--- src/rtl/act_window_limiter.sv ---
module act_window_limiter #(
  parameter int ACTS  = 4,
  parameter int TS_W  = 32,
  parameter int WIN_W = 16,
  parameter int BANKS = 4
) (
  input  logic                  clk,
  input  logic                  rst,
  input  logic [TS_W-1:0]       now,
  input  logic                  act_valid,
  input  logic [TS_W-1:0]       act_time,
  input  logic [WIN_W-1:0]      win_len,
  input  logic [BANKS*TS_W-1:0] bank_free_in,
  output logic [BANKS*TS_W-1:0] bank_free_out,
  output logic [TS_W-1:0]       next_act_at,
  output logic                  throttle,
  output logic                  act_ok,
  output logic                  violation
);

  logic [TS_W-1:0]  hist [ACTS];
  logic [WIN_W-1:0] win_q;

  wire [TS_W-1:0] oldest   = hist[ACTS-1];
  wire [TS_W-1:0] next_old = hist[ACTS-2];
  wire [TS_W-1:0] win_ext  = TS_W'(win_q);
  wire            enabled  = win_q != '0;

  wire [TS_W-1:0] gap_old  = act_time - oldest;
  wire [TS_W-1:0] gap_next = act_time - next_old;
  wire [TS_W-1:0] age      = now - oldest;

  wire too_close = enabled && (oldest != '0) && (gap_old < win_ext);
  wire must_hold = enabled && (next_old != '0) && (gap_next < win_ext);

  assign act_ok = !enabled || (oldest == '0) || (age >= win_ext);

  always_ff @(posedge clk) begin
    if (rst) begin
      for (int i = 0; i < ACTS; i++) hist[i] <= '0;
      win_q       <= '0;
      violation   <= 1'b0;
      throttle    <= 1'b0;
      next_act_at <= '0;
    end else begin
      if (!act_valid) win_q <= win_len;
      if (act_valid) begin
        hist[0] <= act_time;
        for (int i = 1; i < ACTS; i++) hist[i] <= hist[i-1];
        if (too_close) violation <= 1'b1;
        throttle    <= must_hold;
        next_act_at <= must_hold ? next_old + win_ext : '0;
      end
    end
  end

  for (genvar b = 0; b < BANKS; b++) begin : g_bank
    wire [TS_W-1:0] own  = bank_free_in[b*TS_W +: TS_W];
    wire [TS_W-1:0] lead = next_act_at - own;
    wire            push = throttle && (lead != '0) && !lead[TS_W-1];
    assign bank_free_out[b*TS_W +: TS_W] = push ? next_act_at : own;
  end

endmodule

--- config.mk ---
export PLATFORM = sky130hd
export DESIGN_NAME = act_window_limiter
export DESIGN_NICKNAME = d
export VERILOG_FILES = /design/src/rtl/act_window_limiter.sv
export SDC_FILE = /design/constraint.sdc
export NUM_CORES = 1
export LEC_CHECK = 0
export BUFFER_PORTS_ARGS = -buffer_cell sky130_fd_sc_hd__buf_2
export CORE_ASPECT_RATIO = 0.9
export CORE_MARGIN = 1
export CORE_UTILIZATION = 35
export DETAILED_ROUTE_END_ITERATION = 8
export GPL_ROUTABILITY_DRIVEN = 0
export PLACE_DENSITY_LB_ADDON = 0.05
export REMOVE_ABC_BUFFERS = 1
export SYNTH_ARGS = -nofsm -noshare
export SYNTH_HDL_FRONTEND = slang
export SYNTH_SLANG_ARGS = --single-unit
--- constraint.sdc ---
create_clock -name clk -period 12.3 [get_ports clk]
set_input_delay 0.615 -clock clk [delete_from_list [all_inputs] [get_ports clk]]
set_output_delay 0.615 -clock clk [all_outputs]
set_load 0.005 [all_outputs]
==> results of run 1 <==
per-stage QoR:
step	utilization	hold slack [ns]	total power, uW
final	0.4082	0.3964	1975
after global routing	0.4082	0.3915	2094
after CTS	0.4082	0.3770	1988
after detailed placement	0.3991	0.4427	1427
after global placement	0.3991	0.4347	1420
after floorplan	-	0.4479	1194
area by class of cell:
class	count	share of cell area
clock buffers	17	0.01612
clock inverters	15	0.006307
inverters	277	0.03950
multi-input cells	2317	0.6360
flip-flops and latches	178	0.1836
well taps	855	0.04055
repair buffers	398	0.07787
worst min path at each step:
stage / to
after floorplan: violation
after global placement: next_act_at[3]
after detailed placement: next_act_at[12]
after CTS: win_q[5]
after global routing: win_q[4]
final: win_q[5]
worst max-delay path, stage by stage (launching register included):
cell and delay, ns:
dfxtp_1 0.61, inv_1 0.41, fa_1 0.53, nand2b_1 0.18
a211oi_1 0.24, o21ba_2 0.25, o211ai_1 0.25, o221a_2 0.33
nor3_1 0.22, mux2i_1 0.24, nor4_1 0.08, and4_1 0.23
a2111o_1 0.38, a31oi_4 0.86, mux2i_1 0.43, buf_2 0.21
power groups by stage:
stage | clock network [uW] | registers [uW] | logic, uW
CTS | 570 | 700 | 718
global route | 589 | 704 | 801
floorplan | 0 | 703 | 491
global placement | 0 | 713 | 708
finish | 556 | 700 | 719
detailed placement | 0 | 713 | 713
logic make-up after synthesis:
| group | Yosys count |
|---|---|
| multiplexers | 162 |
| adder cells (fa/ha/maj) | 287 |
| AO/OA/AOI/OAI | 842 |
| buffers and inverters | 368 |
| flip-flops | 178 |
| XOR/XNOR | 146 |
| AND/OR/NAND/NOR | 880 |
cell usage after synthesis, types with 59 or more instances:
cell type	number	area, um2
ha_1	279	3491
inv_1	277	1040
a21oi_1	237	1186
nor2_1	211	792.0
nand2_1	196	735.7
edfxtp_1	128	3844
o21ai_0	128	640.6
and2_1	108	675.7
a21o_1	106	795.8
xnor2_1	98	858.3
mux2_2	79	889.6
clkbuf_1	64	240.2
nor3_1	59	295.3
layer usage:
| layer | part of all wire | global-route usage |
|---|---|---|
| met1 | 0.45 | 0.3256 |
| met2 | 0.47 | 0.4299 |
| met5 | 0 | 0 |
| met3 | 0.044 | 0.01992 |
| met4 | 0.033 | 0.08658 |
state kept, by name (all words and copies together), names as in the netlist:
name / count
throttle: 1
next_act_at: 32
violation: 1
hist: 128
win_q: 16
cells in the final DEF, fill, tap and decap left out, types with 50 or more instances in the layout:
cell / instances
ha_1: 279
dfxtp_1: 50
nor2_1: 210
a21oi_1: 237
inv_1: 276
a21o_1: 106
o21ai_0: 128
nor3_1: 59
edfxtp_1: 128
nor4_1: 50
nand2_1: 196
xnor2_1: 98
and2_1: 108
mux2_2: 79
buf_2: 373
==> results.sh, run 1 <==
export IMPL_status="finished clean"
export IMPL_grt_first_pass_wirelength_um=128600
export IMPL_hold_buffers=0
export IMPL_final_cells=4057
export IMPL_cp_end_kind="primary output"
export IMPL_setup_viol=0
export IMPL_fillers=6728
export IMPL_synthArstFlopShare=0
export IMPL_ys_ff_latch=178
export IMPL_clock_latency_ns=0.45
export IMPL_ys_flop_type="edfxtp_1"
export IMPL_min_path_cells=3
export IMPL_fin_worst_skew_ns=0.01343
export IMPL_drv_slew=0
export IMPL_synthXorXnorAreaFrac=0.05549
export IMPL_postSynthAreaPerCell_um2=8.049
export IMPL_cp_required_ns=11.69
export IMPL_synthToLayoutAreaGrowth_pct=14.50
export IMPL_min_period_over_period=0.5309
export IMPL_clock_sinks=178
export IMPL_min_from="win_len[5]"
export IMPL_finalCriticalPeriod_ns=6.530
export IMPL_relSlewSlack=0.2624
export IMPL_worst_pin_slew_ns=1.106
export IMPL_vias=23000
export IMPL_ys_seq_area_frac=0.2102
export IMPL_hp_class="in -> reg"
export IMPL_synth_distinct_cells=89
export IMPL_cts_resized=0
export IMPL_final_seq_area_um2=4845
export IMPL_p_sw_uw=708.3
export IMPL_vias_per_cell=5.668
export IMPL_cts_root_buffer="clkbuf_16"
export IMPL_path_max_fanout=32
export IMPL_final_nets=3687
export IMPL_path_class="reg -> out"
export IMPL_worst_r2r_path_depth=24
export IMPL_start_kind="register"
export IMPL_detailedPlace_worstSlack_ns=6.182
export IMPL_switching_share=0.3587
export IMPL_startpoint="next_act_at[1]"
export IMPL_die_w_um=272.5
export IMPL_setup_ws_ns=5.770
export IMPL_fp_dieH_um=245.4
export IMPL_grt_usage=0.2495
export IMPL_synth_edf_count=128
export IMPL_ir_drop_mv=0.09765
export IMPL_drt_iter0_markers=1537
export IMPL_dr_pass1_iters=5
export IMPL_post_place_cells=4025
export IMPL_r2r_slack_ns=6.66
export IMPL_h_tree_depth=4
export IMPL_syn_area_um2=23040
export IMPL_synth_top_family_by_area="compound AO/OA/AOI/OAI gates"
export IMPL_rsz0062_at_grt="false"
export IMPL_stdcell_area_um2=26380
export IMPL_power_leakage_uw=0.01235
export IMPL_synth_compound_area_share=0.2376
export IMPL_max_freq_mhz=153.1
export IMPL_r2r_start="hist[0][65]"
export IMPL_p_comb_frac=0.364
export IMPL_muxShareOfSynthArea=0.08194
export IMPL_max_cap_viol_count=0
export IMPL_numCtsBuffers=17
export IMPL_cts_tree="built"
export IMPL_post_synth_fa_ha_maj_area_fraction=0.1584
export IMPL_finalWirelength_um=85910
export IMPL_wl_per_cell_um=21.18
export IMPL_post_cts_buffers=0
export IMPL_power_frac_clock=0.281
export IMPL_die_area_um2=66870
export IMPL_grt_pass1_vias=22170
export IMPL_row_count=88
export IMPL_worstSetupEndpoint="bank_free_out[97]"
export IMPL_ant_nets=0
export IMPL_n_antenna_cell=0
export IMPL_grt_max_degree=97
export IMPL_multi_input_area_um2=16780
export IMPL_synthCells=2863
export IMPL_dpl_cell_area_um2=25790
export IMPL_yosys_area_share_simple=0.1930
export IMPL_worstPathArrival_ns=5.92
export IMPL_ys_warn_count=0
export IMPL_cts_buffer_depth=2
export IMPL_reg2reg_to="next_act_at[5]"
export IMPL_drc=0
export IMPL_drive_gt1_frac=0.1808
export IMPL_gr_total_overflow=0
export IMPL_hpwl_um=69680
export IMPL_start_util=0.3565
export IMPL_ioPinCount=374
export IMPL_p_seq_frac=0.354
export IMPL_totalNegativeSetupSlack_ns=0
export IMPL_finalHoldViolations=0
export IMPL_antenna_found_initial=3
export IMPL_core_area_um2=64630
export IMPL_p_int_uw=1267
export IMPL_clkTransAtPathRegs_ns=0.07
export IMPL_pwr_density_cell_nw_per_um2=74.85
export IMPL_port_buffers=373
Power figures use the tool's default switching activity.
==> run 2: changes to the inputs <==
Clock period 12.3 ns to 6.4 ns, I/O delays scaled along.
==> run 2 against run 1 <==
Cell count is 0.47% higher. Clock-buffer cell count is 2 higher. Combinational power is 95% higher. Sequential share of layout area is 0.094 points lower. Worst setup slack worse by 5.5 ns. Cell area is 0.51% higher. Global-route usage is 0.61 points higher. Power is 93% higher. Clock skew is 0.0024 ns lower. Sequential power is 93% higher. Die area stayed put. Critical path type unchanged. Largest cell class unchanged. Largest power group unchanged.
==> results.sh, run 2 (synthesis results as in run 1) <==
export IMPL_ir_drop_mv=0.1795
export IMPL_reg_largest_list="hist: 128 flops, next_act_at: 32 flops, win_q: 16 flops"
export IMPL_h_tree_depth=4
export IMPL_drt_iter0_markers=1830
export IMPL_most_common_layout_cells="buf_2, ha_1, inv_1, a21oi_1, nor2_1"
export IMPL_cp_end_kind="primary output"
export IMPL_dr_pass1_iters=6
export IMPL_die_area_um2=66870
export IMPL_max_cap_viol_count=0
export IMPL_cts_buffer_depth=2
export IMPL_fp_dieH_um=245.4
export IMPL_final_seq_area_um2=4845
export IMPL_synthToLayoutAreaGrowth_pct=15.08
export IMPL_vias_per_cell=5.646
export IMPL_post_layout_total_power_uw=3802
export IMPL_worst_pin_slew_ns=1.033
export IMPL_grt_pass1_vias=22070
export IMPL_ant_nets=0
export IMPL_numCtsBuffers=17
export IMPL_final_core_util=0.4103
export IMPL_totalNegativeSetupSlack_ns=0
export IMPL_power_leakage_uw=0.01243
export IMPL_finalWirelength_um=88130
export IMPL_antenna_found_initial=1
export IMPL_status="finished clean"
export IMPL_gr_total_overflow=0
export IMPL_fin_worst_skew_ns=0.01101
export IMPL_r2r_slack_ns=0.48
export IMPL_largest_reg_flops=128
export IMPL_cp_required_ns=6.08
export IMPL_path_class="reg -> out"
export IMPL_min_path_cells=3
export IMPL_setup_viol=0
export IMPL_clock_latency_ns=0.45
export IMPL_worst_r2r_path_depth=24
export IMPL_row_count=88
export IMPL_hpwl_um=72220
export IMPL_cts_tree="built"
export IMPL_clock_sinks=178
export IMPL_worstPathArrival_ns=5.80
export IMPL_drc=0
export IMPL_reg2reg_to="next_act_at[0]"
export IMPL_pwr_density_cell_nw_per_um2=143.4
export IMPL_fillers=6673
export IMPL_top_register="hist"
export IMPL_grt_first_pass_wirelength_um=131600
export IMPL_grt_max_degree=97
export IMPL_drv_slew=0
export IMPL_wl_per_cell_um=21.62
export IMPL_min_period_over_period=0.9567
export IMPL_vias=23010
export IMPL_relSlewSlack=0.3115
export IMPL_port_buffers=373
export IMPL_clkTransAtPathRegs_ns=0.07
export IMPL_start_kind="register"
export IMPL_start_util=0.3565
export IMPL_ioPinCount=374
export IMPL_r2r_start="hist[0][65]"
export IMPL_hp_class="in -> reg"
export IMPL_drive_gt1_frac=0.1848
export IMPL_min_from="win_len[11]"
export IMPL_finalCriticalPeriod_ns=6.123
export IMPL_path_max_fanout=31
export IMPL_grt_usage=0.2556
export IMPL_hold_buffers=0
export IMPL_rsz0062_at_grt="false"
export IMPL_max_freq_mhz=163.3
export IMPL_core_area_um2=64630
export IMPL_holdPathEnd="win_q[11]"
export IMPL_cts_root_buffer="clkbuf_16"
export IMPL_die_w_um=272.5
export IMPL_final_nets=3705
export IMPL_final_common_cell="buf_2"
export IMPL_multi_input_area_um2=16790
export IMPL_finalHoldViolations=0
[run 2: changes by cell type in the layout (fill, tap and decap cells not counted), sizes merged]
cell | previous run | this run
inv | 285 | 282
bufinv | 1 | 2
clkinvlp | 1 | 2
clkbuf | 17 | 19
clkinv | 5 | 4
buf | 398 | 416
diode | 0 | 1
[run 2: final cells by class]
cell class              instances  share of cell area
multi-input cells            2317              0.6330
inverters                     277             0.03930
repair buffers                416             0.08257
clock inverters                13            0.005662
clock buffers                  19             0.01632
diodes                          1          0.00009436
flip-flops and latches        178              0.1827
well taps                     855             0.04034
[run 2: power breakdown]
group / internal (uW) / switching [uW]
logic: 581 / 820
registers: 1300 / 44.1
clock network: 583 / 473
[run 2: per-layer routing]
layer / global-route usage / vias up / share of wire
met3: 0.02734 / 107 / 0.048
met2: 0.4344 / 779 / 0.46
li1: - / 11220 / -
met5: 0 / - / 0
met1: 0.3408 / 10910 / 0.46
met4: 0.07072 / 0 / 0.026
[run 2: worst max-delay path, cell delays in order, from the launching register on]
cell,delay (ns)
dfxtp_1,0.58
inv_1,0.28
ha_1,0.29
fa_1,0.41
nor2b_1,0.18
o31a_1,0.21
o211ai_1,0.15
nand2_1,0.14
a31oi_1,0.21
o31ai_2,0.38
o22ai_1,0.14
a211o_1,0.30
or4_1,0.52
or3_1,0.38
o211ai_4,0.16
buf_4,0.49
mux2_1,0.37
buf_2,0.13
[run 2: worst max-delay path by stage]
| stage | start | end | cells past startpoint |
|---|---|---|---|
| detailed placement | hist[0][65] | next_act_at[0] | 24 |
| global route | hist[0][96] | act_ok | 21 |
| finish | next_act_at[0] | bank_free_out[0] | 17 |
| CTS | hist[0][97] | act_ok | 22 |
| global placement | hist[0][65] | next_act_at[0] | 24 |
| floorplan | next_act_at[0] | bank_free_out[102] | 15 |
[run 2: what timing repair did]
action / 4_1_cts / 5_1_grt
resized for setup: 0 / 3
setup buffers: 0 / 4
endpoints found under the setup margin: 0 / 1
[run 2: per-stage QoR]
step           area (um2)  hold slack [ns]  setup WS, ns  std cells
4_1_cts             26480          0.08788        0.2193       4071
5_1_grt             26520           0.1005      0.004817       4075
6_report            26520           0.1062        0.2769       4076
3_3_place_gp        25900           0.4519        0.8215       4039
3_5_place_dp        25900           0.4553        0.5992       4039
2_1_floorplan       22620           0.3924        0.7480       2772
